## src/rtl/tmr_route_pkg.sv

```systemverilog
package tmr_route_pkg;

    localparam int CFG_W     = 64;
    localparam int EN_BIT    = 2;
    localparam int ROUTE_LSB = 9;
    localparam int ROUTE_W   = 5;
    localparam int CAP_LSB   = 32;
    localparam int CAP_W     = 32;
    localparam int NUM_LEG   = 2;

    typedef enum logic [1:0] {
        LEG_IDLE = 2'd0,
        LEG_DROP = 2'd1
    } leg_state_e;

    typedef struct packed {
        logic                enabled;
        logic [ROUTE_W-1:0]  route;
        logic [CAP_W-1:0]    cap;
    } tmr_fields_t;

    function automatic tmr_fields_t unpack_cfg(input logic [CFG_W-1:0] c);
        tmr_fields_t f;
        f.enabled = c[EN_BIT];
        f.route   = c[ROUTE_LSB +: ROUTE_W];
        f.cap     = c[CAP_LSB +: CAP_W];
        return f;
    endfunction

    function automatic logic route_allowed(input tmr_fields_t f, input int n_irq);
        return (int'(f.route) < n_irq) && f.cap[f.route];
    endfunction

endpackage

```

## src/rtl/tmr_route_decode.sv

```systemverilog
module tmr_route_decode
    import tmr_route_pkg::*;
#(
    parameter int IDX     = 0,
    parameter int NUM_IRQ = 24
) (
    input  logic [CFG_W-1:0]   cfg_i,
    input  logic               fire_i,
    input  logic               legacy_i,
    output logic [NUM_IRQ-1:0] edge_o,
    output logic               leg_req_o,
    output logic               err_o
);

    localparam bit HAS_LEGACY = (IDX < NUM_LEG);

    tmr_fields_t f;
    logic        armed;
    logic        use_legacy;
    logic        ok;
    logic        unused_cfg_bits;

    assign unused_cfg_bits = ^{cfg_i[CAP_LSB-1:ROUTE_LSB+ROUTE_W],
                               cfg_i[ROUTE_LSB-1:EN_BIT+1], cfg_i[EN_BIT-1:0]};

    always_comb begin
        f          = unpack_cfg(cfg_i);
        armed      = fire_i && f.enabled;
        use_legacy = HAS_LEGACY && legacy_i;
        ok         = route_allowed(f, NUM_IRQ);
        edge_o     = '0;
        if (armed && !use_legacy && ok)
            edge_o = {{(NUM_IRQ-1){1'b0}}, 1'b1} << f.route;
        leg_req_o  = armed && use_legacy;
        err_o      = armed && !use_legacy && !ok;
    end

endmodule

```

## src/rtl/tmr_legacy_line.sv

```systemverilog
module tmr_legacy_line
    import tmr_route_pkg::*;
(
    input  logic clk,
    input  logic rst,
    input  logic req_i,
    output logic line_o,
    output logic pulse_o
);

    leg_state_e state_q;

    always_ff @(posedge clk) begin
        if (rst) begin
            state_q <= LEG_IDLE;
            line_o  <= 1'b0;
            pulse_o <= 1'b0;
        end else if (req_i) begin
            state_q <= LEG_DROP;
            line_o  <= 1'b0;
            pulse_o <= 1'b0;
        end else if (state_q == LEG_DROP) begin
            state_q <= LEG_IDLE;
            line_o  <= 1'b1;
            pulse_o <= 1'b1;
        end else begin
            pulse_o <= 1'b0;
        end
    end

endmodule

```

## src/rtl/tmr_irq_route.sv

```systemverilog
module tmr_irq_route
    import tmr_route_pkg::*;
#(
    parameter int NUM_TIMERS = 3,
    parameter int NUM_IRQ    = 24
) (
    input  logic                              clk,
    input  logic                              rst,
    input  logic [NUM_TIMERS-1:0]             fire_i,
    input  logic                              legacy_mode_i,
    input  logic [NUM_TIMERS-1:0][CFG_W-1:0]  tmr_cfg_i,
    output logic [NUM_IRQ-1:0]                irq_edge_o,
    output logic [NUM_LEG-1:0]                legacy_line_o,
    output logic [NUM_LEG-1:0]                legacy_pulse_o,
    output logic [NUM_TIMERS-1:0]             route_err_o,
    output logic                              pit_ch0_mute_o
);

    logic [NUM_TIMERS-1:0][NUM_IRQ-1:0] edge_per_tmr;
    logic [NUM_TIMERS-1:0]              leg_req;
    logic [NUM_TIMERS-1:0]              err_now;
    logic [NUM_IRQ-1:0]                 edge_merged;

    for (genvar t = 0; t < NUM_TIMERS; t++) begin : g_dec
        tmr_route_decode #(.IDX(t), .NUM_IRQ(NUM_IRQ)) u_dec (
            .cfg_i     (tmr_cfg_i[t]),
            .fire_i    (fire_i[t]),
            .legacy_i  (legacy_mode_i),
            .edge_o    (edge_per_tmr[t]),
            .leg_req_o (leg_req[t]),
            .err_o     (err_now[t])
        );
    end

    if (NUM_TIMERS > NUM_LEG) begin : g_unused_leg
        logic unused_leg_req;
        assign unused_leg_req = ^leg_req[NUM_TIMERS-1:NUM_LEG];
    end

    always_comb begin
        edge_merged = '0;
        for (int t = 0; t < NUM_TIMERS; t++)
            edge_merged = edge_merged | edge_per_tmr[t];
    end

    always_ff @(posedge clk) begin
        if (rst) begin
            irq_edge_o     <= '0;
            route_err_o    <= '0;
            pit_ch0_mute_o <= 1'b0;
        end else begin
            irq_edge_o     <= edge_merged;
            route_err_o    <= route_err_o | err_now;
            pit_ch0_mute_o <= legacy_mode_i && tmr_cfg_i[0][EN_BIT];
        end
    end

    for (genvar k = 0; k < NUM_LEG; k++) begin : g_leg
        tmr_legacy_line u_line (
            .clk     (clk),
            .rst     (rst),
            .req_i   (leg_req[k]),
            .line_o  (legacy_line_o[k]),
            .pulse_o (legacy_pulse_o[k])
        );
    end

endmodule

```

## config.mk

```make
export PLATFORM = sky130hd
export DESIGN_NAME = tmr_irq_route
export DESIGN_NICKNAME = d
export VERILOG_FILES = /design/src/rtl/tmr_route_pkg.sv /design/src/rtl/tmr_route_decode.sv /design/src/rtl/tmr_legacy_line.sv /design/src/rtl/tmr_irq_route.sv
export SDC_FILE = /design/constraint.sdc
export NUM_CORES = 1
export LEC_CHECK = 0
export ABC_AREA = 1
export CAP_MARGIN = 20
export CORE_ASPECT_RATIO = 1.5
export CORE_MARGIN = 1.5
export CORE_UTILIZATION = 34
export CTS_CLUSTER_SIZE = 14
export DETAILED_ROUTE_END_ITERATION = 7
export GPL_TIMING_DRIVEN = 0
export PLACE_DENSITY = 0.82
export SLEW_MARGIN = 10
export SYNTH_ARGS = -nofsm -noshare
export SYNTH_HDL_FRONTEND = slang
export SYNTH_SLANG_ARGS = --single-unit
```

## constraint.sdc

```tcl
create_clock -name clk -period 1.6 [get_ports clk]
set_input_delay 0.32 -clock clk [delete_from_list [all_inputs] [get_ports clk]]
set_output_delay 0.32 -clock clk [all_outputs]
set_load 0.05 [all_outputs]
```

After elaboration in Yosys (flattened, before gate mapping)
Cells that the tools add are included.
W data, S select, Z words.
Word-level totals
  flip-flop bits (word level): 34
  input port bits: 198
  output and inout bits: 32
  word-level logic and storage cells: 61
Cells by class
  magnitude comparators: 6
  shift-type cells: 3
  multiplexer cells: 15
  bitwise operators: 3
  reduce and logical (&&, ||, !) cells: 25
Operators by type and width (number)
  $mux W24: 3
  $shl A1 B5 Y24 const A: 3
  $or A24 B24 Y24: 2
  $lt A5 B6 Y1 const B: 3
  $logic_and A1 B1 Y1: 17
  $bmux W1 S5: 3
  $lt A5 B5 Y1 const B: 3
  $mux W1: 9
  $logic_not A1 Y1: 4
  $reduce_bool A2 Y1: 2
  $reduce_or A2 Y1: 2
  $or A3 B3 Y3: 1

Depth between registers and ports, before layout
Gate-level depths: netlist of the first run.
  word-level depth: 7
  gate-level depth with buffers: 14
  depth with buffers taken out: 13

Cells and area by module
From an unflattened synthesis of the first run, not the netlist that was laid out.
Second synthesis, totals
  cell total of the unflattened synthesis: 512
  area, all modules: 3166.8 um^2
By module, submodules not included
  tmr_irq_route: instances 1, cells each 111, area each 1023.5 um^2
  tmr_route_decode at g_dec[0].u_dec: instances 1, cells each 127, area each 721.9 um^2
  tmr_route_decode at g_dec[2].u_dec: instances 1, cells each 127, area each 644.4 um^2
  tmr_route_decode at g_dec[1].u_dec: instances 1, cells each 125, area each 596.8 um^2
  tmr_legacy_line: instances 2, cells each 11, area each 90.1 um^2

Worst setup path before layout of the first run
Ideal clock, no wire load.
  path type: in2reg
  start: input tmr_cfg_i[138] in the netlist's numbering
  end: register route_err_o[2]
  library setup time: 0.115 ns
  arrival: 1.399 ns
  data required time: 1.485 ns
  path slack: 0.086 ns
  cell stages on the path: 9
  path buffers: 2
  cells stage by stage: buf_6 -> nor2_1 -> nand2_1 -> nand4_1 -> nand3_1 -> nand2_2 -> buf_6 -> a21oi_1 -> o21a_1
Between the ends
  longest elaborated chain between the ends: 6
  elaborated cells on any way between the ends: 7
  classes of those cells: 1 x order compare; 2 x mux; 1 x bitwise; 3 x reduce/logical
Ends and longest elaborated chain
  start, declared: line tmr_irq_route.sv:11  | input logic [NUM_TIMERS-1:0][CFG_W-1:0] tmr_cfg_i,
  $bmux W1 S5: line tmr_route_pkg.sv:31  | return (int'(f.route) < n_irq) && f.cap[f.route];
  $mux W1 (implied by the code): line tmr_route_pkg.sv:31
  $logic_and A1 B1 Y1 (*): line tmr_route_pkg.sv:31
  $logic_not A1 Y1 (*): line tmr_route_decode.sv:35  | err_o = armed && !use_legacy && !ok;
  $logic_and A1 B1 Y1 (*): line tmr_route_decode.sv:35
  $or A3 B3 Y3 (*): line tmr_irq_route.sv:53  | route_err_o <= route_err_o | err_now;
  end signal, assigned: line tmr_irq_route.sv:53
  end, declared: line tmr_irq_route.sv:15  | output logic [NUM_TIMERS-1:0] route_err_o,
Every way passes the cells marked *; elsewhere a longest branch is shown, timed or not. The select of a mux whose other input is x is not followed.
A chain may end at the register's enable or synchronous reset.

Worst setup path after layout of the first run
  start: input tmr_cfg_i[107] in the netlist's numbering
  end: register irq_edge_o[16]
Between the ends
  longest elaborated chain between the ends: 7
Ends and longest elaborated chain
  $bmux W1 S5: line tmr_route_pkg.sv:31
  $mux W1 (implied by the code): line tmr_route_pkg.sv:31
  $logic_and A1 B1 Y1: line tmr_route_pkg.sv:31
  $logic_and A1 B1 Y1: line tmr_route_decode.sv:32  | if (armed && !use_legacy && ok)
  $mux W24: line tmr_route_decode.sv:32
  $or A24 B24 Y24 (2 in series): line tmr_irq_route.sv:43  | edge_merged = edge_merged | edge_per_tmr[t];
  end signal, assigned: line tmr_irq_route.sv:52  | irq_edge_o <= edge_merged;
  end, declared: line tmr_irq_route.sv:12  | output logic [NUM_IRQ-1:0] irq_edge_o,
No other way between the ends. The select of a mux whose other input is x is not followed.

==> results of run 1 <==
worst min-delay path by stage:
stage / start / to / slack (ns) / cells past startpoint
final: g_leg[1].u_line.state_q[0] / g_leg[1].u_line.pulse_o / 0.43 / 2
after global routing: g_leg[1].u_line.state_q[0] / g_leg[1].u_line.pulse_o / 0.44 / 2
after CTS: g_leg[0].u_line.state_q[0] / g_leg[0].u_line.pulse_o / 0.43 / 2
after detailed placement: g_leg[0].u_line.state_q[0] / g_leg[0].u_line.pulse_o / 0.42 / 2
after global placement: g_leg[0].u_line.state_q[0] / g_leg[0].u_line.pulse_o / 0.41 / 2
after floorplan: rst / route_err_o[0] / 0.39 / 1
cell families after synthesis:
logic type      share of synthesized area (%)
flops                                    22.8
buf+inv                                  14.9
compound gates                           2.77
simple gates                             59.5
timing repair:
item,CTS,global route
setup endpoints to repair,59,26
endpoints found under the hold margin,0,0
pin swaps,9,93
buffers inserted,8,5
gates resized for setup,100,145
cloned,2,6
registers in the layout (all words and copies together) (netlist names):
register              cells
g_leg.u_line.line_o       2
g_leg.u_line.state_q      2
pit_ch0_mute_o            1
g_leg.u_line.pulse_o      2
irq_edge_o               24
route_err_o               3
final cells by class:
type | count | area share, %
Antenna cell | 1 | 0.0474
Buffer | 35 | 6.00
Clock buffer | 5 | 2.37
Clock inverter | 3 | 1.30
Inverter | 52 | 3.79
Multi-Input combinational cell | 406 | 44.0
Sequential cell | 34 | 12.9
Tap cell | 107 | 2.54
Timing Repair Buffer | 141 | 27.1
critical path: stages:
cell and delay, ns:
clkdlybuf4s50_1 0.46, nand2_1 0.05, nand2_1 0.05, nand2_1 0.05
nand3_1 0.09, nand3_2 0.08, nand2_2 0.09, nand2_4 0.07
nand2_8 0.09, buf_6 0.13, nand3_2 0.12, nand3_2 0.10
nand2_1 0.05, inv_1 0.06
power breakdown:
group | total (mW) | internal (mW) | switching (mW) | leakage, nW
combinational | 0.971 | 0.442 | 0.529 | 2.52
clock | 1.24 | 0.894 | 0.346 | 0.0940
sequential | 0.863 | 0.859 | 0.00452 | 0.275
placed cells by master, fill, tap and decap left out, types with 2 or more instances in the layout:
cell type and instances:
clkbuf_2 6, nand2_1 128, a22oi_1 2, buf_6 18, nor3_2 3, nor2_2 4
buf_8 3, clkinv_1 3, clkinv_2 2, dlymetal6s2s_1 39, nand2_4 5, nand3_1 62
buf_4 22, nand4_1 31, inv_2 11, clkbuf_16 6, inv_1 35, clkbuf_1 2
dfxtp_1 34, nor4_1 8, clkbuf_8 2, nor3_1 15, nor2_1 59, buf_2 6
nand2_2 15, nand3_4 7, a21oi_1 11, clkdlybuf4s50_1 41, bufinv_16 2, nand3_2 43
nor2_4 8, dlygate4sd2_1 35
stage by stage:
stage | utilization, % | setup slack [ns] | TNS (ns) | instance area [um2] | hold WS [ns]
after floorplan | - | 0.0859 | 0 | 2980 | 0.389
after global placement | 51.1 | -0.723 | -16.47 | 4330 | 0.414
after detailed placement | 51.1 | -0.785 | -17.84 | 4330 | 0.423
after CTS | 55.7 | -0.0563 | -0.128 | 4720 | 0.430
after global routing | 62.3 | -0.0519 | -0.529 | 5270 | 0.436
final | 62.3 | -0.00271 | -0.00271 | 5280 | 0.426
layer usage:
layer / GRT usage [%] / vias up / part of all wire [%]
li1: - / 2032 / -
met1: 25.1 / 1848 / 37
met2: 42.2 / 212 / 50
met3: 3.72 / 45 / 6.5
met4: 13.0 / 0 / 5.8
met5: 0 / - / 0
==> impl_metrics.yaml, run 1 <==
run_status:
  status: "finished, violations left"
  failed_checks: "negative setup slack"
layout:
  area_growth_pct: 77.0
  nets: 873
  post_route_cells_drive_above_1_share_pct: 25.1
  multi_input_comb_area_um2: 2320
  nFillCells: 767
  seqCellArea_um2: 681
  fin_cells: 784
synthesis:
  synth_ff_type: "dfxtp_1"
  synth.ff_latch_count: 34
  synth_top_cell_by_area: "dfxtp_1"
  synthTopCellsByArea: "dfxtp_1 23%, nand3_1 19%, nand2_1 18%"
  seq_area_frac_synth_pct: 22.8
  syn_inst: 526
  async_flop_share_pct: 0
  yosysMostFrequentCell: "nand2_1"
  synth.net_count: 724
  synth.top_cells.by_count: "142 x nand2_1, 111 x nand3_1, 67 x nor2_1"
  synth_edf_count: 0
  yosysTopAreaCellShare_pct: 22.8
  ys.warnings.count: 0
  post_synth_num_cell_types: 24
  syn_area_um2: 2980
  syn_avg_cell_area_um2: 5.67
clock_network:
  cts_tree: "built"
  clock_latency_ns: 0.28
  cts_buffers: 5
  ctsHoldBuffers: 0
  clockBufferDepth: 2
  cts-htree-levels: 2
  cts.sinks: 34
  clkTransAtPathRegs_ns: 0.05
  cts_root_buf: "clkbuf_16"
worst_setup_path:
  start_kind: "primary input"
  cp.arrival_ns: 1.82
  critPathKind: "in2reg"
  r2r_cells: 1
  endpoint: "irq_edge_o[16]"
  required_ns: 1.82
  end_kind: "flip-flop"
  reg2reg_to: "route_err_o[2]"
  critical_path.max_fanout: 6
  r2r_start: "route_err_o[2]"
  rrSetupSlack_ns: 1.01
  crit_start: "tmr_cfg_i[107]"
route:
  wire_per_inst_um: 15.0
  drc: 0
  drt_iter0_markers: 345
  vias_per_cell: 5.28
  drtPass1Iterations: 7
  vias: 4137
  ant_nets: 0
  wl_mm: 11.8
timing:
  max_freq_ghz: 0.624
  final.setup_skew_ns: 0.00494
  final_hold_viol_count: 0
  final.min_clock_period_ns: 1.60
  tightest_slew_ns: 0.519
  slew_violations: 0
  grt_setup_unrepaired: "yes"
  layout_worst_path_cycle_share_pct: 100
  slew_headroom_pct: 65.5
  setup_viol: 1
  worst_slack_ns: -0.00271
pwr:
  powerDensity_nw_per_um2: 583
  finalPower_mw: 3.07
  p_leak_nw: 2.89
  ir_worst_vdd_v: 0.000485
die:
  die_x_um: 79.5
  die_y_um: 118
  rows: 41
  num_io_pins: 230
  core_um2: 8460
  die-area_um2: 9350
  start_util_pct: 35.2
place:
  placedCellCount: 754
  globalplace.congestion: 0.941
  port_buffers: 121
  hpwlAfterDp_mm: 8.51
grt:
  grt_pass1_vias: 3929
  antenna_found_initial: 1
  grtUsageTotal_pct: 23.4
  gr-total-overflow: 0
  grt_first_pass_wirelength_mm: 17.7
  grt_start_max_net_pins: 13
run:
  maxCapViolCount: 0
worst_hold_path:
  hp-class: "reg2reg"
(Power assumes the default switching activity.)
==> run 2, diff against run 1 <==
Settings changed: CTS_CLUSTER_DIAMETER set to 120, GPL_TIMING_DRIVEN 0 to not set, HOLD_SLACK_MARGIN set to 0.1.
==> run 2 against run 1 <==
The run now ends clean. Via count grew 4.6%. Power shrank 6.6%. Core utilization grew 1.5 points. Clock power shrank 25%. Fmax grew 3.9%. Clock skew shrank 0.0047 ns. First-iteration DRC count shrank 46%. Count of clock-buffer cells in the layout is the same. Highest routed layer unchanged.
==> impl_metrics.yaml, run 2 (synthesis results as in run 1) <==
run_status:
  status: "complete, no violations"
worst_hold_path:
  hp-class: "reg2reg"
  whs_path_depth: 2
die:
  num_io_pins: 230
  die-area_um2: 9350
  die_x_um: 79.5
  core_um2: 8460
  start_util_pct: 35.2
  die_y_um: 118
  rows: 41
place:
  globalplace.congestion: 0.927
  dpl-instance-area_um2: 4660
  place_ws_ns: -0.581
  port_buffers: 127
  hpwlAfterDp_mm: 8.82
  placedCellCount: 794
grt:
  grtUsageTotal_pct: 23.2
  grtUsageMet1_pct: 23.1
  grt_first_pass_wirelength_mm: 17.7
  grt_start_max_net_pins: 26
  grt_pass1_vias: 4183
  gr-total-overflow: 0
  antenna_found_initial: 0
  gr-usage-met3_pct: 2.71
  use_met2_pct: 44.5
  grt_busiest_layer: "met2"
timing:
  setup_viol: 0
  layout_worst_path_cycle_share_pct: 96.5
  worst_slack_ns: 0.0568
  max_freq_ghz: 0.648
  slew_violations: 0
  tightest_slew_ns: 0.319
  slew_headroom_pct: 78.6
  final_hold_viol_count: 0
  final.setup_skew_ns: 0.000274
  final.min_clock_period_ns: 1.54
  tns_ns: 0
layout:
  fin_cells: 813
  final_common_cell: "nand2_1"
  final_util_pct: 63.9
  nets: 903
  area_growth_pct: 81.3
  num_antenna_cells: 0
  nFillCells: 740
  largest_register: "irq_edge_o"
  post_route_cells_drive_above_1_share_pct: 29.6
  top_regs: "irq_edge_o (24), route_err_o (3)"
  final_cell_mix: "128 x nand2_1, 91 x buf_4, 79 x nand3_1, 61 x nor2_1, 50 x clkdlybuf4s50_1"
  largest_register_ffs: 24
  final_cell_area_um2: 5410
worst_setup_path:
  critPathKind: "in2reg"
  required_ns: 1.83
  cp.arrival_ns: 1.77
  critical_path.max_fanout: 8
  cp_slowest_stage_delay_ns: 0.14
  r2r_cells: 1
  path_cells: "clkbuf_2, inv_2, nand2_1, nand2_1, nand2_1, nand3_1, nand3_1, nand2_2, nand2_2, nand2_4, buf_12, nand3_2, nand3_1, nand2_2, inv_1"
  critPathSlowestCell: "inv_2"
  end_kind: "flip-flop"
  start_kind: "primary input"
route:
  ant_nets: 0
  drt_iter0_markers: 185
  wire_per_inst_um: 14.7
  drc: 0
  drtPass1Iterations: 6
  vias: 4329
  wl_mm: 11.9
  vias_per_cell: 5.32
pwr:
  powerDensity_nw_per_um2: 531
  switchingPower_mw: 0.912
  ir_worst_vdd_v: 0.000490
  power.share.switching_pct: 31.8
  clkPwrFrac_pct: 32.6
  p_leak_nw: 2.89
  p_seq_share_pct: 30.1
  p_int_mw: 1.96
  combPwrFrac_pct: 37.3
clock_network:
  clockBufferDepth: 2
  cts_tree: "built"
  ctsHoldBuffers: 0
  clock_latency_ns: 0.27
  cts_root_buf: "clkbuf_16"
  cts-htree-levels: 2
  clkTransAtPathRegs_ns: 0.06
  cts.sinks: 34
  cts_buffers: 5
run:
  maxCapViolCount: 0
-- run 2: final timing paths --
path              slack, ns                       to                       start
setup / recovery       0.06           irq_edge_o[11]                tmr_cfg_i[9]
hold / removal         0.43  g_leg[1].u_line.pulse_o  g_leg[1].u_line.state_q[0]
setup reg to reg       0.98           route_err_o[2]              route_err_o[2]
hold reg to reg        0.43  g_leg[1].u_line.pulse_o  g_leg[1].u_line.state_q[0]
-- run 2: cell type report --
class	count	area, um2	share of cell area, %
Multi-Input combinational cell	407	2220	41.0
Timing Repair Buffer	205	2030	37.5
Sequential cell	34	681	12.6
Inverter	52	200	3.70
Tap cell	107	134	2.48
Clock buffer	5	125	2.31
Clock inverter	3	21.3	0.393
-- run 2: critical path, delay by kind of cell --
kind          cells  cell delay, ns
buf+inv           4            0.46
simple gates     11            0.98
-- run 2: power by group through the flow --
stage,Clock (mW),Combinational (mW),Sequential (mW)
after floorplan,0,0.408,0.908
final,0.935,1.07,0.864
after detailed placement,0,0.887,0.883
after global routing,0.983,1.15,0.865
after CTS,0.944,0.919,0.865
after global placement,0,0.873,0.882
-- run 2: per-stage QoR --
| step | power [mW] | hold WS [ns] |
|---|---|---|
| after global placement | 1.76 | 0.412 |
| final | 2.87 | 0.428 |
| after global routing | 3.00 | 0.452 |
| after detailed placement | 1.77 | 0.425 |
| after floorplan | 1.32 | 0.389 |
| after CTS | 2.73 | 0.433 |
-- run 2: layer usage --
metal	vias up	wire, um
li1	2094	-
met2	213	6420
met3	46	728
met1	1976	4190
met5	-	0
met4	0	588
-- run 2: timing repair --
item / 4_1_cts / 5_1_grt
buffers inserted: 2 / 1
cloned: 2 / 6
pin swaps: 1 / 71
setup endpoints to repair: 26 / 26
resized for setup: 33 / 119
==> run 3, diff against run 2 <==
Settings changed: CAP_MARGIN 20 to not set, SKIP_CTS_REPAIR_TIMING set to 1.
==> run 3 against run 2 <==
Hold slack about the same. Critical path type unchanged. Core utilization decreased by 0.30 points. Combinational power about the same. Critical endpoint is now irq_edge_o[23]. Largest power group unchanged.
==> impl_metrics.yaml, run 3 (synthesis results as in run 1) <==
run_status:
  status: "complete, no violations"
layout:
  top_regs: "irq_edge_o (24), route_err_o (3)"
  multi_input_comb_area_um2: 2200
  final_cell_mix: "133 x nand2_1, 92 x buf_4, 81 x nand3_1, 60 x nor2_1, 57 x clkdlybuf4s50_1"
  post_route_cells_drive_above_1_share_pct: 28.1
  nFillCells: 762
  largest_register: "irq_edge_o"
  seqCellArea_um2: 681
  area_growth_pct: 80.5
  nets: 904
  num_antenna_cells: 0
  final_common_cell: "nand2_1"
  largest_register_ffs: 24
grt:
  grtUsageTotal_pct: 22.5
  antenna_found_initial: 0
  gr-total-overflow: 0
  grt_pass1_vias: 4079
  grt_first_pass_wirelength_mm: 17.2
  grt_start_max_net_pins: 26
clock_network:
  clkTransAtPathRegs_ns: 0.05
  cts-htree-levels: 2
  cts.sinks: 34
  clockBufferDepth: 2
  cts_tree: "built"
  cts_root_buf: "clkbuf_16"
  cts_buffers: 5
  clock_latency_ns: 0.27
timing:
  final.min_clock_period_ns: 1.56
  slew_headroom_pct: 75.7
  final_hold_viol_count: 0
  worst_slack_ns: 0.0392
  tns_ns: 0
  setup_viol: 0
  final.setup_skew_ns: 0.000272
  holdWs_ns: 0.428
  slew_violations: 0
  layout_worst_path_cycle_share_pct: 97.6
  tightest_slew_ns: 0.362
  max_freq_ghz: 0.641
  grt_setup_unrepaired: "yes"
pwr:
  ir_worst_vdd_v: 0.000474
  powerDensity_nw_per_um2: 534
  finalPower_mw: 2.87
  p_leak_nw: 2.85
worst_setup_path:
  critical_path.max_fanout: 6
  start_kind: "primary input"
  required_ns: 1.77
  cp.arrival_ns: 1.73
  end_kind: "flip-flop"
  critPathKind: "in2reg"
route:
  drt_iter0_markers: 227
  drc: 0
  wire_per_inst_um: 14.5
  wl_mm: 11.8
  vias_per_cell: 5.26
  drtPass1Iterations: 5
  ant_nets: 0
  vias: 4278
run:
  maxCapViolCount: 0
die:
  die_x_um: 79.5
  num_io_pins: 230
  start_util_pct: 35.2
  die-area_um2: 9350
  rows: 41
  die_y_um: 118
  core_um2: 8460
worst_hold_path:
  hp-class: "reg2reg"
place:
  hpwlAfterDp_mm: 8.82
  globalplace.congestion: 0.927
  place_ws_ns: -0.581
  port_buffers: 127
-- run 3: changes by cell type in the layout (fill, tap and decap cells not counted), moves of 3 or more --
cell             change
nor3_2               -3
nand2_2              -4
clkdlybuf4s50_1      +7
inv_2                +3
nor3_1               +3
nand2_1              +5
-- run 3: worst max-delay path, stage by stage --
cell and delay (ns):
clkdlybuf4s50_1 0.42, a21oi_1 0.17, nand4_1 0.15, nand4_4 0.13
buf_12 0.16, nand2_8 0.08, nand3_1 0.10, nand3_2 0.09
nand2_2 0.08, inv_1 0.03
-- run 3: final cells by class --
cell class / instances / area share, %
Timing Repair Buffer: 205 / 37.5
Inverter: 52 / 3.63
Clock inverter: 3 / 0.395
Clock buffer: 5 / 2.33
Tap cell: 107 / 2.49
Sequential cell: 34 / 12.6
Multi-Input combinational cell: 408 / 41.0
-- run 3: final timing paths --
| path | to | slack [ns] | start | cells past startpoint |
|---|---|---|---|---|
| setup / recovery | irq_edge_o[23] | 0.04 | tmr_cfg_i[116] | 10 |
| hold / removal | g_leg[1].u_line.pulse_o | 0.43 | g_leg[1].u_line.state_q[0] | 2 |
| setup reg to reg | route_err_o[2] | 0.98 | route_err_o[2] | 1 |
| hold reg to reg | g_leg[1].u_line.pulse_o | 0.43 | g_leg[1].u_line.state_q[0] | 2 |
-- run 3: power by group --
part / internal [mW] / leakage, nW / switching (mW)
clock network: 0.575 / 0.0698 / 0.363
registers: 0.858 / 0.275 / 0.00593
logic: 0.529 / 2.51 / 0.542
total: 1.96 / 2.85 / 0.911
-- run 3: metal layers --
| layer | vias to the layer above | share of wire (%) | global-route usage, % |
|---|---|---|---|
| met5 | - | 0 | 0 |
| met3 | 46 | 6.3 | 2.48 |
| met4 | 0 | 4.8 | 10.2 |
| met2 | 217 | 54 | 43.8 |
| met1 | 1918 | 35 | 22.7 |
| li1 | 2097 | - | - |
-- run 3: per-stage QoR --
stage,instance area [um2],util (%),cells
6_report,5380,63.6,814
5_1_grt,5380,63.6,814
4_1_cts,4810,56.8,802
3_5_place_dp,4660,55.1,794
3_3_place_gp,4660,55.1,794
2_1_floorplan,2980,-,526
